## config.mk

```make
export PLATFORM = sky130hd
export DESIGN_NAME = alu_flagged
export DESIGN_NICKNAME = d
export VERILOG_FILES = /design/src/rtl/alu_pkg.sv /design/src/rtl/alu_adder.sv /design/src/rtl/alu_bitwise.sv /design/src/rtl/alu_flag_reg.sv /design/src/rtl/alu_flagged.sv
export SDC_FILE = /design/constraint.sdc
export NUM_CORES = 1
export LEC_CHECK = 0
export ABC_AREA = 1
export BUFFER_PORTS_ARGS = -buffer_cell sky130_fd_sc_hd__buf_4
export CORE_MARGIN = 10
export CORE_UTILIZATION = 60
export DETAILED_ROUTE_END_ITERATION = 8
export GPL_TIMING_DRIVEN = 0
export PLACE_DENSITY = 0.85
export SYNTH_ARGS = -nofsm -noshare
export SYNTH_HDL_FRONTEND = slang
export SYNTH_SLANG_ARGS = --single-unit
```

## constraint.sdc

```tcl
create_clock -name clk -period 5.5 [get_ports clk]
set_input_delay 0.275 -clock clk [delete_from_list [all_inputs] [get_ports clk]]
set_output_delay 0.275 -clock clk [all_outputs]
set_load 0.02 [all_outputs]
```

## src/rtl/alu_pkg.sv

```systemverilog
package alu_pkg;
  typedef enum logic [3:0] {
    OP_AND = 4'd0,  OP_EOR = 4'd1,  OP_SUB = 4'd2,  OP_RSB = 4'd3,
    OP_ADD = 4'd4,  OP_ADC = 4'd5,  OP_SBC = 4'd6,  OP_RSC = 4'd7,
    OP_TST = 4'd8,  OP_TEQ = 4'd9,  OP_CMP = 4'd10, OP_CMN = 4'd11,
    OP_ORR = 4'd12, OP_MOV = 4'd13, OP_BIC = 4'd14, OP_MVN = 4'd15
  } alu_op_e;

  typedef struct packed {
    logic n;
    logic z;
    logic c;
    logic v;
  } alu_flags_t;

  typedef enum logic [1:0] {
    CLS_ARITH = 2'd0,
    CLS_LOGIC = 2'd1,
    CLS_MOVE  = 2'd2
  } alu_class_e;
endpackage

```

## src/rtl/alu_adder.sv

```systemverilog
module alu_adder #(
  parameter int W = 32
) (
  input  logic [W-1:0] x,
  input  logic [W-1:0] y,
  input  logic         cin,
  output logic [W-1:0] sum,
  output logic         cout,
  output logic         ovf
);
  localparam int XW = W + 1;
  logic [XW-1:0] wide;

  always_comb begin
    wide = {1'b0, x} + {1'b0, y} + {{(XW-1){1'b0}}, cin};
    sum  = wide[W-1:0];
    cout = wide[W];
    ovf  = (x[W-1] == y[W-1]) && (wide[W-1] != x[W-1]);
  end
endmodule

```

## src/rtl/alu_bitwise.sv

```systemverilog
module alu_bitwise #(
  parameter int W = 32
) (
  input  alu_pkg::alu_op_e op,
  input  logic [W-1:0]     a,
  input  logic [W-1:0]     b,
  output logic [W-1:0]     y
);
  import alu_pkg::*;

  always_comb begin
    unique case (op)
      OP_AND, OP_TST: y = a & b;
      OP_EOR, OP_TEQ: y = a ^ b;
      OP_ORR:         y = a | b;
      OP_BIC:         y = a & ~b;
      OP_MOV:         y = b;
      OP_MVN:         y = ~b;
      default:        y = '0;
    endcase
  end
endmodule

```

## src/rtl/alu_flag_reg.sv

```systemverilog
module alu_flag_reg (
  input  logic                clk,
  input  logic                rst_n,
  input  logic                load,
  input  alu_pkg::alu_flags_t d,
  output alu_pkg::alu_flags_t q
);
  always_ff @(posedge clk or negedge rst_n) begin
    if (!rst_n)    q <= '0;
    else if (load) q <= d;
  end
endmodule

```

## src/rtl/alu_flagged.sv

```systemverilog
module alu_flagged #(
  parameter int W = 32
) (
  input  logic         clk,
  input  logic         rst_n,
  input  logic         op_valid,
  input  logic [3:0]   opcode,
  input  logic         set_flags,
  input  logic [W-1:0] op_a,
  input  logic [W-1:0] op_b,
  input  logic         shift_carry,
  output logic [W-1:0] result,
  output logic         result_we,
  output logic [3:0]   flags_next,
  output logic [3:0]   flags_q
);
  import alu_pkg::*;

  alu_op_e    op;
  alu_class_e cls;
  alu_flags_t cur, nxt;
  logic       flag_only, load;
  logic [W-1:0] ax, ay, sum, bw;
  logic       acin, cout, ovf;

  assign op        = alu_op_e'(opcode);
  assign flag_only = (opcode[3:2] == 2'b10);

  always_comb begin
    unique case (op)
      OP_AND, OP_EOR, OP_TST, OP_TEQ, OP_ORR, OP_BIC: cls = CLS_LOGIC;
      OP_MOV, OP_MVN:                                 cls = CLS_MOVE;
      default:                                        cls = CLS_ARITH;
    endcase
  end

  // Adder operand routing: subtraction uses x + ~y + carry-in.
  always_comb begin
    ax = op_a; ay = op_b; acin = 1'b0;
    unique case (op)
      OP_ADC:         acin = cur.c;
      OP_SUB, OP_CMP: begin ay = ~op_b; acin = 1'b1;  end
      OP_SBC:         begin ay = ~op_b; acin = cur.c; end
      OP_RSB:         begin ax = op_b; ay = ~op_a; acin = 1'b1;  end
      OP_RSC:         begin ax = op_b; ay = ~op_a; acin = cur.c; end
      default:        ;
    endcase
  end

  alu_adder #(.W(W)) u_add (
    .x(ax), .y(ay), .cin(acin), .sum(sum), .cout(cout), .ovf(ovf)
  );

  alu_bitwise #(.W(W)) u_bw (
    .op(op), .a(op_a), .b(op_b), .y(bw)
  );

  assign result = (cls == CLS_ARITH) ? sum : bw;

  always_comb begin
    nxt.n = result[W-1];
    nxt.z = (result == '0);
    unique case (cls)
      CLS_ARITH: begin nxt.c = cout;        nxt.v = ovf;   end
      CLS_LOGIC: begin nxt.c = shift_carry; nxt.v = cur.v; end
      default:   begin nxt.c = cur.c;       nxt.v = cur.v; end
    endcase
  end

  assign load       = op_valid && (set_flags || flag_only);
  assign result_we  = op_valid && !flag_only;
  assign flags_next = nxt;
  assign flags_q    = cur;

  alu_flag_reg u_flags (
    .clk(clk), .rst_n(rst_n), .load(load), .d(nxt), .q(cur)
  );
endmodule

```

==> metrics.md <==
| Metric | Value |
|---|---|
| Internal | 427 uW |
| Switching power as a share of total power | 60.2% |
| Total Routed Length | 23.5 mm |
| Initial core utilization | between 60% and 70% |
| Tcrit/Tclk final | between 80 and 90% |
| Routability Congestion | between 1 and 1.5 |
| #FFs+latches synth | 4 |
| Number of nets with antenna violations after routing | 0 |
| Via count of the first global-routing pass | ~7,500 |
| Final hold vios | 0 |
| Largest delay share family, worst path | simple AND/OR/NAND/NOR gates |
| Measured slew at the worst slew-check pin | 0.746 ns |
| Worst hold path type | input port to async pin |
| Setup repair after global routing missed its margin | false |
| Distinct cell type count of the synthesized netlist | 35 |
| Share of cells above drive strength 1 | roughly 11% |
| Clock root cell | sky130_fd_sc_hd__clkbuf_8 |
| Post-synthesis instance total | 1,205 |
| Fin. max-slew vios | 0 |
| Length in cells of the worst reg-to-reg path | 20 |
| Arrival time of data at the critical path endpoint | around 4.6 ns |
| Number of remaining DRC errors | 0 |
| Port Buffer Count | around 110 |
| Post-cts gate resize count | 0 |
| First-pass iteration count of the detailed router | 7 |
| Setup Total Neg Slack | 0 ns |
| Top-Level Pins | around 110 |
| IR Drop Worst-Case VDD | about 190 uV |
| Class of the most critical setup path | input port to output port |
| Antenna cells | 0 |
| Post-CTS setup-driven buffer insertion count | 0 |
| Final number of setup-violating endpoints | 0 |
| Register bank with the most flops | u_flags.q |
| Launching element type of the critical path | input port |
| Largest cells by area after synthesis | sky130_fd_sc_hd__nand2_1 28%, sky130_fd_sc_hd__inv_1 14%, sky130_fd_sc_hd__ha_1 13%, sky130_fd_sc_hd__nor2_1 6.6%, sky130_fd_sc_hd__nand3_1 5.3% |
| Area of the die | approximately 14,000 um2 |
| List of cells traversed by the critical path | buf_4 > inv_2 > nor3_2 > clkbuf_1 > o21ai_0 > fa_1 > fa_1 > inv_1 > nand3_1 > nand2_1 > nand2_1 > nand2_1 > nand2_1 > nand2_1 > nand2_1 > nand2_1 > o21ai_1 > nor2_1 > nand2_1 > nor2_1 > and3_1 > buf_4 |
| Summed instance area of the synthesized netlist | ~6000 um2 |
| Number of clock sinks | 4 |
| Vias | ~8,200 |
| Detailed-route vias per instance | between 5 and 6 |
| Time the worst path needs with I/O delays and setup | 4.91 ns |
| Share of async-settable or async-resettable flops after synthesis | between 90% and 100% |
| Sequential Power Share | between 3 and 4% |
| TritonCTS clock tree | done |
| Leakage component of the power | 0.00413 uW |
| DR WL/cell | ~16 um |
| Max-cap viol count | 0 |
| Number of placement rows | 36 |
| Relative slew slack | 50.0% |
| Psw | 645 uW |
| Required arrival time at the worst endpoint | around 5.2 ns |
| Maximum level of the CTS H-tree | 1 |
| Global route total overflow | 0 |
| Area of the core | a little under 10,000 um2 |
| Synthesis-to-finish area growth | 17.8% |
| Die height | around 120 um |
| Synth area leader | sky130_fd_sc_hd__nand2_1 |
| Final setup skew | ~0.00056 ns |
| Syn. warnings | 0 |
| Drt first-iter violations | between 800 and 900 |
| Logic depth of the worst setup path including buffers | 22 |
| Result of the run | completed |
| Post-synthesis sequential area ratio | around 1.7% |
| CTS clock-pin slew for the worst setup and hold paths | 0.03 ns |
| Number of antenna violations at the first check in global routing | 0 |
| Max Fclk | 204 MHz |
| Synthesized area divided by synthesized cell count | around 5.0 um2 |
| Number of buffers inserted for hold repair after clock tree synthesis | 1 |
| Clock Power Share | ~6.0% |
| Registers with the highest flip-flop counts | u_flags.q: 4 flops |
| Total routing usage reported by global routing | between 30% and 40% |
| Half-perimeter wire length of the detailed placement result | around 19 mm |
| Insertion delay of the later-clocked pin in the worst-skew pair | around 0.22 ns |
| Number of enable flip-flop cells after synthesis | 0 |
| Cell with the largest stage delay on the worst path | sky130_fd_sc_hd__nor3_2 |
| Horizontal die dimension | roughly 120 um |
| Number of buffers on the longest clock path | 2 |
| Largest register FFs | 4 |
| First-pass GRT wire length | approximately 37 mm |
| Worst path setup slack after routing | between 0.5 and 0.6 ns |
| Pre-CTS setup slack | 0.793 ns |
| Crit-path max cell delay | 0.61 ns |
| Most frequently used flop master after synthesis | sky130_fd_sc_hd__dfrtp_1 |
| Clock buffers created by TritonCTS | 3 |
| Largest net degree at the start of global routing | 11 |
| Peak fanout along the critical path | 10 |
| Total power density per cell area | 152 nW/um2 |
| Worst path bufs/invs | 5 |
| Net count of the mapped netlist | about 1,300 |
| Combinational group share of total power | roughly 90% |
| Final #Nets | between 1,000 and 1,500 |
| Most common cell type on the critical path | sky130_fd_sc_hd__nand2_1 |
| Crit end category | output port |
| Yosys top cell area share | 28.4% |
## metrics by stage
stage | hold WS, ns | std cells | area, um2 | total power (uW) | util, %
after floorplan | -0.0206 | 1205 | 5990 | 661 | -
after global placement | 0.0720 | 1451 | 7000 | 971 | 72.0
after detailed placement | 0.0749 | 1451 | 7000 | 984 | 72.0
after CTS | 0.401 | 1455 | 7050 | 1050 | 72.5
after global routing | 0.406 | 1455 | 7050 | 1180 | 72.5
final | 0.398 | 1455 | 7050 | 1070 | 72.5
## synth_stat cells (4+ instances only)
library cell and instances:
sky130_fd_sc_hd__a21oi_1 35, sky130_fd_sc_hd__and2_1 5, sky130_fd_sc_hd__buf_2 8, sky130_fd_sc_hd__buf_6 4
sky130_fd_sc_hd__clkbuf_1 18, sky130_fd_sc_hd__dfrtp_1 4, sky130_fd_sc_hd__ha_1 63, sky130_fd_sc_hd__inv_1 224
sky130_fd_sc_hd__inv_2 7, sky130_fd_sc_hd__nand2_1 453, sky130_fd_sc_hd__nand2_2 4, sky130_fd_sc_hd__nand3_1 63
sky130_fd_sc_hd__nand3b_1 4, sky130_fd_sc_hd__nand4_1 16, sky130_fd_sc_hd__nor2_1 105, sky130_fd_sc_hd__nor3_1 29
sky130_fd_sc_hd__o2111ai_1 12, sky130_fd_sc_hd__o21ai_0 59, sky130_fd_sc_hd__o21ai_1 9, sky130_fd_sc_hd__o221ai_1 30
sky130_fd_sc_hd__xor2_1 28
## power by group through the flow
stage | Clock [uW] | Sequential, uW | Combinational (uW)
global route | 66.6 | 38.2 | 1070
detailed placement | 0 | 37.6 | 947
finish | 64.6 | 37.8 | 969
global placement | 0 | 37.4 | 933
floorplan | 0 | 43.2 | 618
CTS | 64.4 | 37.3 | 952
## worst paths after layout
kind,startpoint,endpoint,slack (ns)
worst max-delay path,opcode[0],flags_next[2],0.59
worst min-delay path,rst_n,u_flags.q[0],0.40
worst max register to register,u_flags.q[1],u_flags.q[2],1.93
worst min register to register,u_flags.q[2],u_flags.q[2],0.48
max in group asynchronous,rst_n,u_flags.q[3],5.00
min in group clk,u_flags.q[2],u_flags.q[2],0.48
## final cells by class
| class | instances | area [um2] |
|---|---|---|
| plain buffers | 35 | 183 |
| clock buffers | 3 | 41.3 |
| fillers | 946 | 2680 |
| inverters | 231 | 867 |
| multi-input cells | 935 | 4840 |
| flip-flops and latches | 4 | 100 |
| well taps | 133 | 166 |
| repair buffers | 114 | 858 |
## cell families after synthesis
group	synth area share [%]
AND/OR/NAND/NOR	46.9
adder cells (fa/ha/maj)	13.8
XOR/XNOR	4.10
multiplexers	0.334
buffers and inverters	17.5
flip-flops	1.67
AO/OA/AOI/OAI	15.6
## routing by layer
| metal | track usage (%) | part of all wire, % |
|---|---|---|
| met5 | 0 | 0 |
| met1 | 36.2 | 39 |
| met3 | 4.88 | 9.9 |
| met2 | 50.3 | 44 |
| met4 | 19.4 | 7.0 |
## layout by cell type, fill, tap and decap left out, drive strengths merged, types with 4 or more instances in the layout
| master | instances |
|---|---|
| nand2 | 457 |
| inv | 231 |
| buf | 130 |
| nor2 | 106 |
| o21ai | 68 |
| nand3 | 63 |
| ha | 63 |
| a21oi | 35 |
| nor3 | 32 |
| o221ai | 30 |
| xor2 | 28 |
| clkbuf | 21 |
| nand4 | 16 |
| o2111ai | 12 |
| and2 | 5 |
| nand3b | 4 |
| dfrtp | 4 |
Note: power is estimated with default switching activity, not from simulation.
